**src/rtl/fb_addr_pkg.sv**
```systemverilog
package fb_addr_pkg;

    parameter int ADDR_W     = 32;
    parameter int ALIGN_BITS = 4;
    parameter int WORD_BYTES = 4;
    parameter int NUM_FIELDS = 2;

    localparam int SEL_W = $clog2(NUM_FIELDS);

    typedef logic [ADDR_W-1:0] addr_t;

    typedef enum logic [SEL_W-1:0] {
        FIELD_FIRST  = 1'b0,
        FIELD_SECOND = 1'b1
    } field_e;

    typedef struct packed {
        logic   load;
        logic   step;
        field_e src;
    } ctr_cmd_t;

    function automatic addr_t align_base(input addr_t raw);
        addr_t mask;
        mask = '1;
        mask[ALIGN_BITS-1:0] = '0;
        return raw & mask;
    endfunction

    function automatic field_e pick_source(input logic inter, input logic second);
        if (!inter)
            return FIELD_SECOND;
        return second ? FIELD_SECOND : FIELD_FIRST;
    endfunction

endpackage

```
**src/rtl/fb_base_regs.sv**
```systemverilog
module fb_base_regs
    import fb_addr_pkg::*;
(
    input  logic  clk,
    input  logic  rst,
    input  logic  we,
    input  field_e wsel,
    input  addr_t wdata,
    input  field_e rsel,
    output addr_t rdata,
    output addr_t base_q [NUM_FIELDS]
);

    for (genvar g = 0; g < NUM_FIELDS; g++) begin : g_base
        always_ff @(posedge clk) begin
            if (rst)
                base_q[g] <= '0;
            else if (we && (int'(wsel) == g))
                base_q[g] <= align_base(wdata);
        end

        a_r7_base_hold: assert property (@(posedge clk) disable iff (rst)
            !(we && (int'(wsel) == g)) |=> $stable(base_q[g]));

        a_r2_low_zero: assert property (@(posedge clk) disable iff (rst)
            we && (int'(wsel) == g) |=> base_q[g][ALIGN_BITS-1:0] == '0);
    end

    assign rdata = base_q[rsel];

endmodule

```
**src/rtl/fb_addr_ctr.sv**
```systemverilog
module fb_addr_ctr
    import fb_addr_pkg::*;
(
    input  logic     clk,
    input  logic     rst,
    input  ctr_cmd_t cmd,
    input  addr_t    base_in [NUM_FIELDS],
    output addr_t    addr_q
);

    localparam addr_t STEP = addr_t'(WORD_BYTES);

    always_ff @(posedge clk) begin
        if (rst)
            addr_q <= '0;
        else if (cmd.load)
            addr_q <= base_in[cmd.src];
        else if (cmd.step)
            addr_q <= addr_q + STEP;
    end

    a_r5_step: assert property (@(posedge clk) disable iff (rst)
        (!cmd.load && cmd.step) |=> addr_q == $past(addr_q) + STEP);

    a_r5_hold: assert property (@(posedge clk) disable iff (rst)
        (!cmd.load && !cmd.step) |=> $stable(addr_q));

    a_r8_load_aligned: assert property (@(posedge clk) disable iff (rst)
        cmd.load |=> addr_q[ALIGN_BITS-1:0] == '0);

endmodule

```
**src/rtl/fb_addr_gen.sv**
```systemverilog
module fb_addr_gen
    import fb_addr_pkg::*;
(
    input  logic        clk,
    input  logic        rst,
    input  logic        cfg_we,
    input  logic        cfg_sel,
    input  logic [31:0] cfg_wdata,
    input  logic        rd_sel,
    output logic [31:0] rd_data,
    input  logic        interlaced,
    input  logic        field_start,
    input  logic        field_second,
    input  logic        word_done,
    output logic [31:0] wr_addr
);

    addr_t    bases [NUM_FIELDS];
    ctr_cmd_t cmd;

    fb_base_regs u_regs (
        .clk    (clk),
        .rst    (rst),
        .we     (cfg_we),
        .wsel   (field_e'(cfg_sel)),
        .wdata  (cfg_wdata),
        .rsel   (field_e'(rd_sel)),
        .rdata  (rd_data),
        .base_q (bases)
    );

    always_comb begin
        cmd.load = field_start;
        cmd.step = word_done;
        cmd.src  = pick_source(interlaced, field_second);
    end

    fb_addr_ctr u_ctr (
        .clk     (clk),
        .rst     (rst),
        .cmd     (cmd),
        .base_in (bases),
        .addr_q  (wr_addr)
    );

    a_r4_progressive: assert property (@(posedge clk) disable iff (rst)
        (field_start && !interlaced) |=> wr_addr == $past(bases[1]));

    a_r3_interlaced: assert property (@(posedge clk) disable iff (rst)
        (field_start && interlaced) |=>
            wr_addr == (($past(field_second)) ? $past(bases[1]) : $past(bases[0])));

endmodule

```
**config.mk**
```make
export PLATFORM = sky130hd
export DESIGN_NAME = fb_addr_gen
export DESIGN_NICKNAME = d
export VERILOG_FILES = /design/src/rtl/fb_addr_pkg.sv /design/src/rtl/fb_base_regs.sv /design/src/rtl/fb_addr_ctr.sv /design/src/rtl/fb_addr_gen.sv
export SDC_FILE = /design/constraint.sdc
export NUM_CORES = 1
export LEC_CHECK = 0
export ABC_AREA = 1
export BUFFER_PORTS_ARGS = -buffer_cell sky130_fd_sc_hd__buf_2
export CORE_MARGIN = 4
export CORE_UTILIZATION = 45
export DETAILED_ROUTE_END_ITERATION = 16
export PLACE_DENSITY = 0.78
export SLEW_MARGIN = 15
export SYNTH_ARGS = -nofsm -noshare
export SYNTH_HDL_FRONTEND = slang
export SYNTH_SLANG_ARGS = --single-unit
export TNS_END_PERCENT = 5
```
**constraint.sdc**
```tcl
create_clock -name clk -period 2.03 [get_ports clk]
set_clock_uncertainty 0.1 [all_clocks]
set_input_delay 0.203 -clock clk [delete_from_list [all_inputs] [get_ports clk]]
set_output_delay 0.203 -clock clk [all_outputs]
set_load 0.03 [all_outputs]
```
==> results of run 1 <==
[Yosys cell counts]
cell type                  count  area, um2
sky130_fd_sc_hd__nand4_1       1       6.26
sky130_fd_sc_hd__and2_1        2       12.5
sky130_fd_sc_hd__o21ai_0     132        661
sky130_fd_sc_hd__a31oi_1       5       31.3
sky130_fd_sc_hd__o21ai_1       1       5.00
sky130_fd_sc_hd__nand3_2       2       20.0
sky130_fd_sc_hd__dfxtp_1      86       1720
sky130_fd_sc_hd__buf_4         7       52.6
sky130_fd_sc_hd__nand2_1     140        526
sky130_fd_sc_hd__nor2_4       10        113
sky130_fd_sc_hd__nor3_1        1       5.00
sky130_fd_sc_hd__conb_1        1       3.75
sky130_fd_sc_hd__ha_1          1       12.5
sky130_fd_sc_hd__xnor2_1       4       35.0
sky130_fd_sc_hd__a21oi_2       3       26.3
sky130_fd_sc_hd__nor2_2        1       6.26
sky130_fd_sc_hd__buf_2         7       35.0
sky130_fd_sc_hd__buf_6         1       11.3
sky130_fd_sc_hd__o21bai_1      1       7.51
sky130_fd_sc_hd__o31ai_1       1       7.51
sky130_fd_sc_hd__inv_1        57        214
sky130_fd_sc_hd__nand2_2       8       50.1
sky130_fd_sc_hd__nand2_4       1       11.3
sky130_fd_sc_hd__a21oi_1      74        370
sky130_fd_sc_hd__clkbuf_1     32        120
sky130_fd_sc_hd__nand3_1      32        160
sky130_fd_sc_hd__clkinv_1      1       3.75
sky130_fd_sc_hd__buf_1         2       7.51
sky130_fd_sc_hd__nor2_1       98        368
sky130_fd_sc_hd__o211ai_1      5       37.5
sky130_fd_sc_hd__inv_2         2       7.51
[layer usage]
metal / vias up / GRT usage / routed length [um]
met3: 23 / 0.0393 / 820
met4: 0 / 0.0703 / 289
met2: 143 / 0.358 / 5920
li1: 2497 / - / -
met5: - / 0 / 0
met1: 2199 / 0.295 / 5880
[placed cells by master, fill, tap and decap left out, types with 3 or more instances in the layout]
master and instances:
sky130_fd_sc_hd__a21oi_1 74, sky130_fd_sc_hd__a21oi_2 3, sky130_fd_sc_hd__a31oi_1 5, sky130_fd_sc_hd__buf_2 94
sky130_fd_sc_hd__buf_4 13, sky130_fd_sc_hd__clkbuf_8 9, sky130_fd_sc_hd__conb_1 6, sky130_fd_sc_hd__dfxtp_1 86
sky130_fd_sc_hd__inv_1 56, sky130_fd_sc_hd__nand2_1 140, sky130_fd_sc_hd__nand2_2 8, sky130_fd_sc_hd__nand3_1 32
sky130_fd_sc_hd__nor2_1 98, sky130_fd_sc_hd__nor2_4 10, sky130_fd_sc_hd__o211ai_1 5, sky130_fd_sc_hd__o21ai_0 132
sky130_fd_sc_hd__xnor2_1 4
[kinds of logic after synthesis]
group / Yosys count / synth area share
other: 1 / 0.000807
and+or+nand+nor: 296 / 0.275
DFF: 86 / 0.370
buffers and inverters: 109 / 0.0972
xor gates and xnor gates: 4 / 0.00754
adders and majority gates: 1 / 0.00269
AOI/OAI and AO/OA: 222 / 0.247
[stage by stage]
step	hold WS (ns)	setup WS (ns)
detailed placement	0.332	0.345
floorplan	0.180	0.264
CTS	0.00290	0.344
finish	0.00409	0.337
global placement	0.322	0.381
global route	0.00919	0.196
[worst max-delay path: stages (launching register included)]
cell                      delay [ns]
sky130_fd_sc_hd__dfxtp_1        0.42
sky130_fd_sc_hd__ha_1           0.23
sky130_fd_sc_hd__nand2_2        0.08
sky130_fd_sc_hd__nor2_4         0.18
sky130_fd_sc_hd__nand2_4        0.11
sky130_fd_sc_hd__nor2_4         0.20
sky130_fd_sc_hd__nand3_1        0.12
sky130_fd_sc_hd__nand3_2        0.09
sky130_fd_sc_hd__a21oi_2        0.05
[report_power, final]
group | total [mW] | leakage, nW | internal, mW | switching [mW]
Combinational | 0.785 | 1.44 | 0.241 | 0.543
Clock | 1.35 | 0.110 | 0.698 | 0.647
Sequential | 1.90 | 0.710 | 1.80 | 0.0954
[state kept, by name (all words and copies together) (netlist names)]
register,count
u_regs.base_q,56
u_ctr.addr_q,30
[layout make-up]
cell class,instances,area (um2),share of cell area
multi-input cells,529,2490,0.457
flip-flops and latches,86,1720,0.316
repair buffers,111,628,0.115
inverters,60,225,0.0413
well taps,133,166,0.0305
clock buffers,9,124,0.0227
clock inverters,7,95.1,0.0174
diodes,1,2.50,0.000459
[worst paths after layout]
path	from	endpoint	slack (ns)	cells past startpoint
max reg2reg	u_ctr.addr_q[2]$_SDFFE_PP0N_	u_ctr.addr_q[22]$_SDFFE_PP0N_	0.34	8
min	cfg_wdata[15]	u_regs.base_q[15]$_SDFFE_PP0P_	0.004	3
max	u_ctr.addr_q[2]$_SDFFE_PP0N_	u_ctr.addr_q[22]$_SDFFE_PP0N_	0.34	8
min reg2reg	u_regs.base_q[39]$_SDFFE_PP0P_	u_regs.base_q[39]$_SDFFE_PP0P_	0.37	2
[timing repair]
| item | 4_1_cts | 5_1_grt |
|---|---|---|
| hold buffers | 2 | 0 |
| hold endpoints to repair | 2 | 0 |
| setup buffers | 0 | 0 |
==> impl_metrics.ini, run 1 <==
[placed_design]
numPortBuffers = 94
detailed_place.area_um2 = 5220
gp_congestion = 0.910
hpwl_mm = 9.32
dp_cells = 917

[layout]
layout.cells.non_filler = 936
fillCellCount = 1014
fin_util = 0.551
finalNetCount = 839
share_of_post_route_cells_with_drive_strength_above_1 = 0.190
syn_to_final_growth_pct = 17.4
layout.cell_area.non_filler_um2 = 5460

[synthesis]
yosys_register_bits = 86
synth_area_per_inst_um2 = 6.46
synth.distinct_cells = 31
synth_seq_area_share = 0.370
synthesis.area_um2 = 4650
synth-warning-count = 0
synthCells = 719

[die]
die_height_um = 110
num_rows = 36
core_um2 = 9910
die-width_um = 110
die_area_um2 = 12000
initial_utilization = 0.469
i_o_pins = 105

[critical_path]
crit_path_end_kind = flop
kind_of_launch_point_of_the_worst_setup_path = flop
cp_data_arrival_time_ns = 1.85
crit_path_max_fanout = 6
required_ns = 2.18
setup.worst_path.class = flop to flop

[timing]
rsz0062_at_grt = no
drv_slew = 0
tightestPinTransition_ns = 0.660
setup-violations-final = 0
worst_max_slew_margin_expressed_relative_to_the_limit = 0.560
fin_setup_tns_ns = 0
final_period_utilization = 0.834
minimum_clock_period_ns = 1.69
hold_viol = 0
max_clock_freq_mhz = 591

[power]
pwr_density_cell_nw_per_um2 = 738
totalPowerFinal_mw = 4.03
ir_drop_uv = 540
p_leak_nw = 2.26

[detailed_routing]
detail_route.vias_per_cell = 5.19
drt_iter0_markers = 332
routed_wire_length_per_instance_um = 13.8
dr_total_vias = 4862
antenna_left = 0
drtPass1Iterations = 4
drc = 0
detail_route.wirelength_mm = 12.9

[clock_tree]
cts_buffers = 9
insertion_delay_ns = 0.36
clkSlewWorstSetupHoldPaths_ns = 0.09
clock_tree.htree_level_count = 3
clock_tree.root_cell = sky130_fd_sc_hd__clkbuf_8
number_of_sinks_handled_by_clock_tree_synthesis = 86
tritoncts_clock_tree = done
cts-root-to-sink-buffers = 2
cts_repair_resize_count = 0

[hold_path]
class_of_the_tightest_hold_or_removal_check = input port to flop

[global_route]
grt-ovfl-total = 0
grt_max_degree = 49
via_count_of_the_first_global_routing_pass = 4411
grt_usage = 0.220
wire_length_of_the_first_global_routing_pass_mm = 21.0
antenna_violations_before_repair = 1

[run_status]
run_status = complete, no violations

[flow_run]
number_of_max_cap_violations = 0
No activity file was read; power rests on OpenSTA's default activity.
==> inputs of run 2 (changes only) <==
==> constraint.sdc (replaced) <==
create_clock -name clk -period 1.7 [get_ports clk]
set_clock_uncertainty 0.1 [all_clocks]
set_input_delay 0.17 -clock clk [delete_from_list [all_inputs] [get_ports clk]]
set_output_delay 0.17 -clock clk [all_outputs]
set_load 0.03 [all_outputs]
==> impl_metrics.ini, run 2 (same netlist as run 1, synthesis figures left out) <==
[timing]
worst_hold_slack_ns = 0.0160
final_period_utilization = 0.941
max_clock_freq_mhz = 625
hold_viol = 0
rsz0062_at_grt = yes
minimum_clock_period_ns = 1.60
setup-violations-final = 0
drv_slew = 0

[critical_path]
required_ns = 1.88
kind_of_launch_point_of_the_worst_setup_path = flop
crit_path_end_kind = flop
crit_path_max_fanout = 7
setup.worst_path.class = flop to flop
cp_data_arrival_time_ns = 1.78
depth_of_the_worst_register_to_register_path = 8

[global_route]
met1_layer_usage_reported_by_global_route = 0.297
grt-ovfl-total = 0
wire_length_of_the_first_global_routing_pass_mm = 20.9
grt_max_degree = 57
grt_usage = 0.217
antenna_violations_before_repair = 0
globalRouteMet2Util = 0.352
grt_most_used_layer = met2
grt_use_met3 = 0.0417
via_count_of_the_first_global_routing_pass = 4336

[placed_design]
hpwl_mm = 8.97
numPortBuffers = 94
detailed_place.area_um2 = 5280
gp_congestion = 0.879

[die]
num_rows = 36
die-width_um = 110
die_area_um2 = 12000
core_um2 = 9910
die_height_um = 110
i_o_pins = 105
initial_utilization = 0.469

[clock_tree]
cts-root-to-sink-buffers = 2
cts_buffers = 9
clock_tree.htree_level_count = 3
tritoncts_clock_tree = done
clkSlewWorstSetupHoldPaths_ns = 0.09
insertion_delay_ns = 0.35
clock_tree.root_cell = sky130_fd_sc_hd__clkbuf_8
number_of_sinks_handled_by_clock_tree_synthesis = 86

[layout]
max_flop_register = u_regs.base_q
share_of_post_route_cells_with_drive_strength_above_1 = 0.190
antenna_cells = 0
top_regs = u_regs.base_q (56), u_ctr.addr_q (30)
layout.cell_area.non_filler_um2 = 5770
largest_register_ffs = 56
finalNetCount = 868
layout_common_cells = sky130_fd_sc_hd__nand2_1, sky130_fd_sc_hd__o21ai_0, sky130_fd_sc_hd__nor2_1
mostFrequentLayoutCell = sky130_fd_sc_hd__nand2_1
syn_to_final_growth_pct = 24.2

[detailed_routing]
detail_route.wirelength_mm = 12.8
antenna_left = 0
drc = 0
drtPass1Iterations = 5
drt_iter0_markers = 344
dr_total_vias = 4930
detail_route.vias_per_cell = 5.12
routed_wire_length_per_instance_um = 13.3

[power]
totalPowerFinal_mw = 4.79
ir_drop_uv = 459
p_leak_nw = 2.39
pwr_density_cell_nw_per_um2 = 829

[hold_path]
min_delay_path_depth = 3
class_of_the_tightest_hold_or_removal_check = input port to flop

[flow_run]
number_of_max_cap_violations = 0

[run_status]
run_status = complete, no violations
[run 2: cell count changes in the layout (fill, tap and decap cells not counted), sizes merged]
cell | before | now
buf | 109 | 113
clkbuf | 9 | 11
clkinv | 4 | 3
diode | 1 | 0
dlygate4sd3 | 2 | 27
inv | 60 | 58
[run 2: power by group]
group	switching, mW	leakage [nW]	internal (mW)	total [mW]
clock network	0.708	0.0994	0.819	1.53
logic	0.658	1.58	0.342	1.00
registers	0.110	0.711	2.15	2.26
total	1.48	2.39	3.31	4.79
[run 2: final cells by class]
class,count,area (um2)
clock buffer,11,131
clock inverter,4,72.6
fill,1009,4140
inverter,60,225
multi-input combinational,529,2500
sequential,86,1730
tap,133,166
timing repair buffer,140,946
[run 2: final timing paths]
| kind | start | to | slack (ns) |
|---|---|---|---|
| hold reg to reg | u_regs.base_q[10]$_SDFFE_PP0P_ | u_regs.base_q[10]$_SDFFE_PP0P_ | 0.37 |
| setup reg to reg | u_ctr.addr_q[12]$_SDFFE_PP0N_ | u_ctr.addr_q[23]$_SDFFE_PP0N_ | 0.10 |
| hold / removal | cfg_wdata[17] | u_regs.base_q[49]$_SDFFE_PP0P_ | 0.02 |
| setup / recovery | u_ctr.addr_q[12]$_SDFFE_PP0N_ | u_ctr.addr_q[23]$_SDFFE_PP0N_ | 0.10 |
[run 2: metal layers]
metal / share of wire / wire length [um]
met5: 0 / 0
met3: 0.066 / 849
met1: 0.46 / 5840
met2: 0.47 / 5990
met4: 0.011 / 143
[run 2: critical path, stage by stage, from the launching register on]
cell	delay [ns]
sky130_fd_sc_hd__dfxtp_1	0.38
sky130_fd_sc_hd__nand2_1	0.12
sky130_fd_sc_hd__nor2_1	0.23
sky130_fd_sc_hd__nand2_1	0.13
sky130_fd_sc_hd__nor2_4	0.22
sky130_fd_sc_hd__nand2_1	0.08
sky130_fd_sc_hd__nand2_1	0.07
sky130_fd_sc_hd__nand3_1	0.06
sky130_fd_sc_hd__a21oi_1	0.14
[run 2: per-stage QoR]
step,std cells,worst slack [ns],TNS [ns],util
4_1_cts,962,0.0699,0,0.580
2_1_floorplan,724,0.0800,0,-
6_report,963,0.100,0,0.583
3_5_place_dp,920,0.0927,0,0.533
3_3_place_gp,920,0.135,0,0.533
5_1_grt,963,-0.0135,-0.0135,0.583
[run 2: timing repair]
item | in CTS | in global routing
hold buffers | 27 | 0
hold endpoints to repair | 39 | 0
endpoints found under the setup margin | 0 | 7
gates resized for setup | 0 | 5
setup buffers | 0 | 1
==> inputs of run 3 (changes only) <==
--- a/config.mk
+++ b/config.mk
@@ -8,9 +8,10 @@
 export ABC_AREA = 1
 export BUFFER_PORTS_ARGS = -buffer_cell sky130_fd_sc_hd__buf_2
 export CORE_MARGIN = 4
-export CORE_UTILIZATION = 45
+export CORE_UTILIZATION = 40
 export DETAILED_ROUTE_END_ITERATION = 16
-export PLACE_DENSITY = 0.78
+export HOLD_SLACK_MARGIN = 0.06
+export PLACE_DENSITY = 0.72
 export SLEW_MARGIN = 15
 export SYNTH_ARGS = -nofsm -noshare
 export SYNTH_HDL_FRONTEND = slang
==> impl_metrics.ini, run 3 (same netlist as run 1, synthesis figures left out) <==
[detailed_routing]
antenna_left = 0
dr_total_vias = 4905
drtPass1Iterations = 4
routed_wire_length_per_instance_um = 13.5
detail_route.wirelength_mm = 13.2
drt_iter0_markers = 292
drc = 0
detail_route.vias_per_cell = 5.02

[clock_tree]
cts_buffers = 9
clock_tree.root_cell = sky130_fd_sc_hd__clkbuf_16
cts-root-to-sink-buffers = 2
clkSlewWorstSetupHoldPaths_ns = 0.06
tritoncts_clock_tree = done
number_of_sinks_handled_by_clock_tree_synthesis = 86
clock_tree.htree_level_count = 3
insertion_delay_ns = 0.34

[global_route]
antenna_violations_before_repair = 0
grt_usage = 0.202
grt_max_degree = 57
grt-ovfl-total = 0
via_count_of_the_first_global_routing_pass = 4352
wire_length_of_the_first_global_routing_pass_mm = 21.5

[timing]
max_clock_freq_mhz = 631
final_period_utilization = 0.933
worst_hold_slack_ns = 0.143
drv_slew = 0
hold_viol = 0
worst_max_slew_margin_expressed_relative_to_the_limit = 0.660
fin_setup_tns_ns = 0
final_critical_path_setup_slack_ns = 0.114
tightestPinTransition_ns = 0.510
setup-violations-final = 0
minimum_clock_period_ns = 1.59

[critical_path]
required_ns = 1.84
crit_path_max_incr_delay_ns = 0.42
critical_path.cell_chain = nand2_1 > nor2_2 > nand2_1 > nor2_4 > buf_4 > nand3_1 > nand3_1 > a21oi_1
cp_data_arrival_time_ns = 1.72
crit_path_end_kind = flop
cell_with_the_biggest_individual_delay_on_the_critical_path = sky130_fd_sc_hd__dfxtp_1
number_of_buffer_and_inverter_instances_along_the_worst_setup_path = 1
cp_top_family = simple AND/OR/NAND/NOR gates
setup.worst_path.class = flop to flop
kind_of_launch_point_of_the_worst_setup_path = flop
crit_path_max_fanout = 6

[power]
pwr_density_cell_nw_per_um2 = 856
p_leak_nw = 2.44
ir_drop_uv = 418

[placed_design]
placement.setup.worst_slack_ns = 0.0805
numPortBuffers = 94
hpwl_mm = 9.32
gp_congestion = 0.934

[die]
core_um2 = 11400
die-width_um = 116
die_height_um = 116
initial_utilization = 0.407
die_area_um2 = 13400
i_o_pins = 105
num_rows = 39

[hold_path]
class_of_the_tightest_hold_or_removal_check = input port to flop

[layout]
syn_to_final_growth_pct = 26.5
top_regs = u_regs.base_q (56), u_ctr.addr_q (30)
layout_common_cells = sky130_fd_sc_hd__nand2_1, sky130_fd_sc_hd__o21ai_0, sky130_fd_sc_hd__nor2_1
mostFrequentLayoutCell = sky130_fd_sc_hd__nand2_1
max_flop_register = u_regs.base_q
fillCellCount = 1213
share_of_post_route_cells_with_drive_strength_above_1 = 0.192
fin_util = 0.515
largest_register_ffs = 56
finalNetCount = 872
antenna_cells = 0

[run_status]
run_status = complete, no violations

[flow_run]
number_of_max_cap_violations = 0
-- run 3: cell count changes in the layout (fill, tap and decap cells not counted), moves of 2 or more --
cell,before,now
sky130_fd_sc_hd__buf_4,14,16
sky130_fd_sc_hd__bufinv_16,2,0
sky130_fd_sc_hd__clkbuf_16,0,9
sky130_fd_sc_hd__clkbuf_8,9,0
sky130_fd_sc_hd__dfxtp_2,0,2
sky130_fd_sc_hd__dlygate4sd3_1,27,29
-- run 3: worst paths after layout --
path                                                     start                              to  slack, ns  cells after the start
worst max register to register   u_ctr.addr_q[11]$_SDFFE_PP0N_   u_ctr.addr_q[31]$_SDFFE_PP0N_       0.11                      8
worst min-delay path                                 word_done   u_ctr.addr_q[16]$_SDFFE_PP0N_       0.14                      5
worst max-delay path             u_ctr.addr_q[11]$_SDFFE_PP0N_   u_ctr.addr_q[31]$_SDFFE_PP0N_       0.11                      8
worst min register to register  u_regs.base_q[54]$_SDFFE_PP0P_  u_regs.base_q[54]$_SDFFE_PP0P_       0.36                      2
-- run 3: area by class of cell --
type | instances | area, um2 | share of cell area
well taps | 143 | 179 | 0.0304
multi-input cells | 529 | 2510 | 0.427
clock inverters | 4 | 25.0 | 0.00426
clock buffers | 11 | 233 | 0.0396
inverters | 60 | 225 | 0.0383
flip-flops and latches | 86 | 1730 | 0.294
repair buffers | 144 | 981 | 0.167
-- run 3: worst min-delay path, delay by kind of cell --
family,cells,cell delay [ns]
AOI/OAI and AO/OA,1,0.03
and+or+nand+nor,3,0.17
buffers and inverters,1,0.17
-- run 3: where the power goes --
part / internal (mW) / total, mW / switching (mW)
Clock: 0.977 / 1.77 / 0.793
Sequential: 2.15 / 2.27 / 0.111
Combinational: 0.342 / 0.998 / 0.657
-- run 3: timing repair --
item	CTS	global route
hold buffers	29	0
endpoints found under the setup margin	0	8
setup buffers	0	3
gates resized for setup	0	5
endpoints found under the hold margin	57	0
-- run 3: per-layer routing --
metal / part of all wire / vias to the layer above / track usage
met3: 0.053 / 21 / 0.0376
li1: - / 2560 / -
met4: 0.020 / 0 / 0.0657
met5: 0 / - / 0
met2: 0.47 / 129 / 0.322
met1: 0.46 / 2195 / 0.276
-- run 3: per-stage QoR --
stage | total power, mW | cell area, um2 | std cells
global route | 5.30 | 5880 | 977
global placement | 3.24 | 5290 | 930
CTS | 5.07 | 5840 | 974
floorplan | 2.95 | 4670 | 724
detailed placement | 3.26 | 5290 | 930
finish | 5.03 | 5880 | 977
